$ cat src/rtl/acc_xfer_pkg.sv
package acc_xfer_pkg;

  localparam logic [6:0] XFER_OPCODE = 7'b1100010;
  localparam logic [3:0] XFER_CPNUM  = 4'b0000;
  localparam int         RIDX_W      = 4;

  typedef struct packed {
    logic              wr;
    logic              rd;
    logic              bad;
    logic [RIDX_W-1:0] hi_idx;
    logic [RIDX_W-1:0] lo_idx;
  } xfer_dec_t;

endpackage

$ cat src/rtl/acc_xfer_decode.sv
module acc_xfer_decode
  import acc_xfer_pkg::*;
#(
  parameter int INSTR_W   = 32,
  parameter int ACC_COUNT = 1
) (
  input  logic               instr_valid,
  input  logic [INSTR_W-1:0] instr_word,
  input  logic               cond_pass,
  input  logic               cp_access_en,
  output xfer_dec_t          dec
);

  logic       is_xfer;
  logic       hit;
  logic       mbz_bad;
  logic       sel_bad;
  logic [2:0] acc_sel;
  logic       unused_cond;

  assign unused_cond = ^instr_word[31:28];
  assign acc_sel     = instr_word[2:0];
  assign is_xfer     = (instr_word[27:21] == XFER_OPCODE) &&
                       (instr_word[11:8]  == XFER_CPNUM);
  assign hit         = instr_valid && cond_pass && is_xfer;
  assign mbz_bad     = (instr_word[7:3] != 5'd0);
  assign sel_bad     = (int'(acc_sel) >= ACC_COUNT);

  always_comb begin
    dec        = '0;
    dec.bad    = hit && (!cp_access_en || mbz_bad || sel_bad);
    dec.wr     = hit && !dec.bad && !instr_word[20];
    dec.rd     = hit && !dec.bad &&  instr_word[20];
    dec.hi_idx = instr_word[19:16];
    dec.lo_idx = instr_word[15:12];
  end

  AST_EXCL_DEC: assert final (!(dec.wr && dec.rd) && !(dec.bad && (dec.wr || dec.rd)));

endmodule

$ cat src/rtl/acc_xfer_store.sv
module acc_xfer_store #(
  parameter int ACC_W = 40,
  parameter int REG_W = 32
) (
  input  logic             clk,
  input  logic             rst,
  input  logic             xfer_wr,
  input  logic [REG_W-1:0] src_hi,
  input  logic [REG_W-1:0] src_lo,
  input  logic             ext_wr,
  input  logic [ACC_W-1:0] ext_data,
  output logic [ACC_W-1:0] acc_q
);

  localparam int HI_W = ACC_W - REG_W;

  logic [ACC_W-1:0] xfer_val;
  logic             unused_hi;
  logic             rst_d;

  assign unused_hi = ^src_hi[REG_W-1:HI_W];
  assign xfer_val  = {src_hi[HI_W-1:0], src_lo};

  always_ff @(posedge clk) begin
    if (rst)          acc_q <= '0;
    else if (xfer_wr) acc_q <= xfer_val;
    else if (ext_wr)  acc_q <= ext_data;
  end

  always_ff @(posedge clk) rst_d <= rst;

  AST_RESET_CLEAR: assert property (@(posedge clk) disable iff (rst)
    rst_d |-> acc_q == '0);
  AST_EXT_LOAD: assert property (@(posedge clk) disable iff (rst)
    $past(ext_wr && !xfer_wr) |-> acc_q == $past(ext_data));
  AST_XFER_WINS: assert property (@(posedge clk) disable iff (rst)
    $past(xfer_wr) |-> acc_q[REG_W-1:0] == $past(src_lo));
  AST_HOLD: assert property (@(posedge clk) disable iff (rst)
    $past(!xfer_wr && !ext_wr) |-> $stable(acc_q));

endmodule

$ cat src/rtl/acc_xfer_readout.sv
module acc_xfer_readout
  import acc_xfer_pkg::*;
#(
  parameter int ACC_W = 40,
  parameter int REG_W = 32
) (
  input  logic              clk,
  input  logic              rst,
  input  xfer_dec_t         dec,
  input  logic [ACC_W-1:0]  acc_q,
  output logic              wb_valid,
  output logic [RIDX_W-1:0] wb_hi_idx,
  output logic [RIDX_W-1:0] wb_lo_idx,
  output logic [REG_W-1:0]  wb_hi_data,
  output logic [REG_W-1:0]  wb_lo_data,
  output logic              undef_pulse
);

  localparam int HI_W  = ACC_W - REG_W;
  localparam int EXT_W = REG_W - HI_W;

  logic [REG_W-1:0] hi_ext;
  assign hi_ext = {{EXT_W{acc_q[ACC_W-1]}}, acc_q[ACC_W-1:REG_W]};

  always_ff @(posedge clk) begin
    if (rst) begin
      wb_valid    <= 1'b0;
      undef_pulse <= 1'b0;
    end else begin
      wb_valid    <= dec.rd;
      undef_pulse <= dec.bad;
    end
  end

  always_ff @(posedge clk) begin
    if (rst) begin
      wb_hi_idx  <= '0;
      wb_lo_idx  <= '0;
      wb_hi_data <= '0;
      wb_lo_data <= '0;
    end else if (dec.rd) begin
      wb_hi_idx  <= dec.hi_idx;
      wb_lo_idx  <= dec.lo_idx;
      wb_hi_data <= hi_ext;
      wb_lo_data <= acc_q[REG_W-1:0];
    end
  end

  AST_SIGN_EXT: assert property (@(posedge clk) disable iff (rst)
    wb_valid |-> wb_hi_data[REG_W-1:HI_W] == {EXT_W{wb_hi_data[HI_W-1]}});
  AST_READ_OLD: assert property (@(posedge clk) disable iff (rst)
    $past(dec.rd) |-> wb_lo_data == $past(acc_q[REG_W-1:0]));
  AST_PULSE_EXCL: assert property (@(posedge clk) disable iff (rst)
    !(wb_valid && undef_pulse));

endmodule

$ cat src/rtl/acc_xfer_unit.sv
module acc_xfer_unit
  import acc_xfer_pkg::*;
#(
  parameter int ACC_W     = 40,
  parameter int REG_W     = 32,
  parameter int ACC_COUNT = 1
) (
  input  logic              clk,
  input  logic              rst,
  input  logic              instr_valid,
  input  logic [31:0]       instr_word,
  input  logic              cond_pass,
  input  logic              cp_access_en,
  input  logic [REG_W-1:0]  src_hi,
  input  logic [REG_W-1:0]  src_lo,
  input  logic              ext_load_en,
  input  logic [ACC_W-1:0]  ext_load_data,
  output logic [ACC_W-1:0]  acc_out,
  output logic              wb_valid,
  output logic [RIDX_W-1:0] wb_hi_idx,
  output logic [RIDX_W-1:0] wb_lo_idx,
  output logic [REG_W-1:0]  wb_hi_data,
  output logic [REG_W-1:0]  wb_lo_data,
  output logic              undef_pulse
);

  localparam int HI_W = ACC_W - REG_W;

  xfer_dec_t        dec;
  logic [ACC_W-1:0] acc_q;

  acc_xfer_decode #(.INSTR_W(32), .ACC_COUNT(ACC_COUNT)) u_decode (
    .instr_valid (instr_valid),
    .instr_word  (instr_word),
    .cond_pass   (cond_pass),
    .cp_access_en(cp_access_en),
    .dec         (dec)
  );

  acc_xfer_store #(.ACC_W(ACC_W), .REG_W(REG_W)) u_store (
    .clk     (clk),
    .rst     (rst),
    .xfer_wr (dec.wr),
    .src_hi  (src_hi),
    .src_lo  (src_lo),
    .ext_wr  (ext_load_en),
    .ext_data(ext_load_data),
    .acc_q   (acc_q)
  );

  acc_xfer_readout #(.ACC_W(ACC_W), .REG_W(REG_W)) u_readout (
    .clk        (clk),
    .rst        (rst),
    .dec        (dec),
    .acc_q      (acc_q),
    .wb_valid   (wb_valid),
    .wb_hi_idx  (wb_hi_idx),
    .wb_lo_idx  (wb_lo_idx),
    .wb_hi_data (wb_hi_data),
    .wb_lo_data (wb_lo_data),
    .undef_pulse(undef_pulse)
  );

  assign acc_out = acc_q;

  AST_COND_FAIL: assert property (@(posedge clk) disable iff (rst)
    $past(instr_valid && !cond_pass) |-> !undef_pulse && !wb_valid);
  AST_NO_ACCESS: assert property (@(posedge clk) disable iff (rst)
    $past(instr_valid && cond_pass && !cp_access_en &&
          instr_word[27:21] == XFER_OPCODE && instr_word[11:8] == XFER_CPNUM)
    |-> undef_pulse && !wb_valid);
  AST_TRUNC_HI: assert property (@(posedge clk) disable iff (rst)
    $past(dec.wr) |-> acc_out[ACC_W-1:REG_W] == $past(src_hi[HI_W-1:0]));
  AST_FOREIGN: assert property (@(posedge clk) disable iff (rst)
    $past(instr_word[27:21] != XFER_OPCODE || !instr_valid) |-> !undef_pulse && !wb_valid);

endmodule

$ cat config.mk
export PLATFORM = sky130hd
export DESIGN_NAME = acc_xfer_unit
export DESIGN_NICKNAME = d
export VERILOG_FILES = /design/src/rtl/acc_xfer_pkg.sv /design/src/rtl/acc_xfer_decode.sv /design/src/rtl/acc_xfer_store.sv /design/src/rtl/acc_xfer_readout.sv /design/src/rtl/acc_xfer_unit.sv
export SDC_FILE = /design/constraint.sdc
export NUM_CORES = 1
export LEC_CHECK = 0
export BUFFER_PORTS_ARGS = -buffer_cell sky130_fd_sc_hd__buf_4
export CORE_ASPECT_RATIO = 0.75
export CORE_MARGIN = 2
export CORE_UTILIZATION = 47
export CTS_CLUSTER_SIZE = 28
export DETAILED_ROUTE_END_ITERATION = 6
export GPL_TIMING_DRIVEN = 0
export PLACE_DENSITY = 0.86
export SYNTH_ARGS = -nofsm -noshare
export SYNTH_HDL_FRONTEND = slang
export SYNTH_SLANG_ARGS = --single-unit
$ cat constraint.sdc
create_clock -name clk -period 3.8 [get_ports clk]
set_input_delay 0.57 -clock clk [delete_from_list [all_inputs] [get_ports clk]]
set_output_delay 0.57 -clock clk [all_outputs]
set_load 0.005 [all_outputs]
==> metrics.txt <==
run status=completed; library cells used by synthesis=23; number of H-tree levels=3; Initial Util=between 40% and 50%; Clock Skew=around 0.0054 ns; clock sink count=90; fraction of layout cells with a size suffix above 1=45.02%; Buf+Inv Stages, Crit Path=2; drt first-iter violations=approximately 530; total track usage=between 30% and 40%; DIE WIDTH=around 110 um; Tcrit/Tclk final=a little under three fifths; hold_buf cts=0; RSZ-0062 raised after global routing=no; total wire length=between 15000 and 20000 um; CP required=3.23 ns; internal power=approximately 1600 uW; Clock Pin Slew Worst Setup and Hold Paths=~0.07 ns; share of the synthesized area in the top cell type=~42%; # fillers=647; syn nets=635; vias per cell=5.866; vias in the first global route=~4500; clk buf depth=2; remaining global-route overflow=0; Post-DP HPWL=~12000 um; area of the multi-input gates=approximately 2000 sq um; worst endpoint data arrival time=between 1.5 and 2 ns; setup ws final=approximately 1.7 ns; Yosys warnings=0; Final Max Tran Viols=0; FMAX=between 400 and 500 MHz; TritonRoute pass-1 iters=7; Mean Syn Cell Area=8.604 sq um; Setup CP Type=reg2out; placement row count=29; final hold vios=0; die area=9808 sq um; register area=around 1800 sq um; Post-Syn Area=4242 sq um; Slew headroom=between 40% and 50%; Layout area overhead=49.91%; Slew @ Worst Pin=a little over 0.8 ns; Final #Nets=a little under 900; Mapped Cells=between 400 and 500; switch share=a little under a quarter; Final GP Congestion=about 0.86; I/O pin cnt=256; CP max FO=26; routed wire length per instance=18.42 um; Place WS=1.522 ns; P_leak=0.002727 uW; Setup Buffers After CTS=0; Port Buf Inserts=between 200 and 250; CTS resizes=0; startpoint types=flip-flop; antenna cells=0; Largest stage delay, worst path=roughly 0.86 ns; CP dominant cell by count=buf_4; CP endpoint kind=primary output; Seq/Total Area, Yosys=42.48%; Sw Pwr=~510 uW; setup TNS=0 ns; first-pass GRT wire length=23420 um; CTS Buf Count=9; Seq pwr share=between 40% and 50%; post-synth top area cell=dfxtp_1; number of max-cap violations=0; Residual DRC=0; Final ANT Viol Nets=0; critical path cell sequence=buf_4 -> buf_4; Combinational Power Share=11.6%; root buffer cell=clkbuf_16; HP Class=reg2reg; CORE AREA=between 8000 and 9000 sq um; vias=roughly 5000; largest net degree at the start of global routing=27; initial antenna violation count=0; final setup fails=0; clock power share=41.8%; post-route minimum period=2.094 ns; #FFs+latches synth=90; CTS tree=built; clk_lat worst skew=around 0.33 ns; CP max stage cell=dfxtp_1; Die H=86.27 um; power per standard cell area=around 340 nW/um^2; dominant cells by area after synthesis=dfxtp_1 42%, mux2_2 11%, a21oi_1 10%; VDD IR max=between 200 and 250 uV; Worst path top cell family by delay=flip-flops
## worst min-delay path, cell delays in order (launching register included)
cell and delay [ns]:
dfxtp_1 0.31, o21ai_0 0.07, a21oi_1 0.06
## synth_stat cells
library cell and count:
mux2_2 40, o21ai_0 88, and4_1 1, clkbuf_1 30
and3_1 2, buf_8 2, a21oi_1 88, buf_4 25
clkbuf_2 1, nor2b_1 1, dfxtp_1 90, buf_2 16
nor3_1 3, nor4b_1 1, nor4b_4 1, nor2_1 1
nand4_1 49, buf_1 5, buf_6 3, nor4_1 1
nor4b_2 2, and3b_1 1, nand3_1 42
## metal layers
metal / up-vias / share of wire, % / wire length [um] / track usage [%]
li1: 2261 / - / - / -
met1: 2320 / 42 / 6431 / 40.15
met2: 326 / 47 / 7311 / 51.22
met3: 26 / 9.7 / 1509 / 6.224
met4: 0 / 1.5 / 238 / 6.874
met5: - / 0 / 0 / 0
## registers in the layout (all words and copies together) (netlist names)
signal,flops
u_readout.wb_lo_data,32
u_readout.wb_valid,1
u_store.acc_q,40
u_readout.wb_hi_idx,4
u_readout.undef_pulse,1
u_readout.wb_lo_idx,4
u_readout.wb_hi_data,8
## power groups by stage
stage / Sequential (uW) / Combinational [uW] / Clock, uW
2_1_floorplan: 1010 / 90.5 / 0
3_3_place_gp: 1010 / 238 / 0
3_5_place_dp: 1010 / 244 / 0
4_1_cts: 993 / 246 / 892
5_1_grt: 996 / 266 / 930
6_report: 994 / 248 / 893
## cells by family after synthesis
kind of cell | after synthesis | synth area share [%]
buf+inv | 82 | 11.03
compound gates | 176 | 20.77
mux | 40 | 10.62
simple gates | 105 | 15.10
flops | 90 | 42.48
## cell type report
cell class / count / area share (%)
buffer: 82 / 7.359
tap: 108 / 2.125
clock buffer: 9 / 3.542
clock inverter: 6 / 1.063
sequential: 90 / 28.34
multi-input combinational: 321 / 31.01
timing repair buffer: 225 / 26.56
## placed cells by master (no fill, tap or decap), types with 3 or more instances in the layout
master	Yosys	final
buf_1	5	5
buf_6	3	3
clkbuf_1	30	30
o21ai_0	88	88
clkbuf_16	0	9
buf_2	16	16
nor3_1	3	3
nand3_1	42	42
dfxtp_1	90	90
nand4_1	49	49
mux2_2	40	40
buf_4	25	250
a21oi_1	88	88
## per-stage QoR
step / hold WS (ns) / power, uW / util (%) / cells / cell area (sq um)
after floorplan: 0.4658 / 1098 / - / 493 / 4242
after global placement: 0.4591 / 1251 / 70.54 / 826 / 6066
after detailed placement: 0.4689 / 1259 / 70.54 / 826 / 6066
after CTS: 0.4758 / 2131 / 73.94 / 841 / 6359
after global routing: 0.4875 / 2192 / 73.94 / 841 / 6359
final: 0.4754 / 2135 / 73.94 / 841 / 6359
## worst paths after layout
check | from | end | slack, ns | cells past startpoint
worst max register to register | u_readout.wb_hi_data[7]$_SDFFE_PP0P_ | u_readout.wb_hi_data[7]$_SDFFE_PP0P_ | 2.51 | 2
worst min-delay path | u_readout.wb_lo_data[16]$_SDFFE_PP0P_ | u_readout.wb_lo_data[16]$_SDFFE_PP0P_ | 0.48 | 2
worst max-delay path | u_readout.wb_hi_data[7]$_SDFFE_PP0P_ | wb_hi_data[17] | 1.71 | 2
worst min register to register | u_readout.wb_lo_data[16]$_SDFFE_PP0P_ | u_readout.wb_lo_data[16]$_SDFFE_PP0P_ | 0.48 | 2
(Power assumes the default switching activity.)
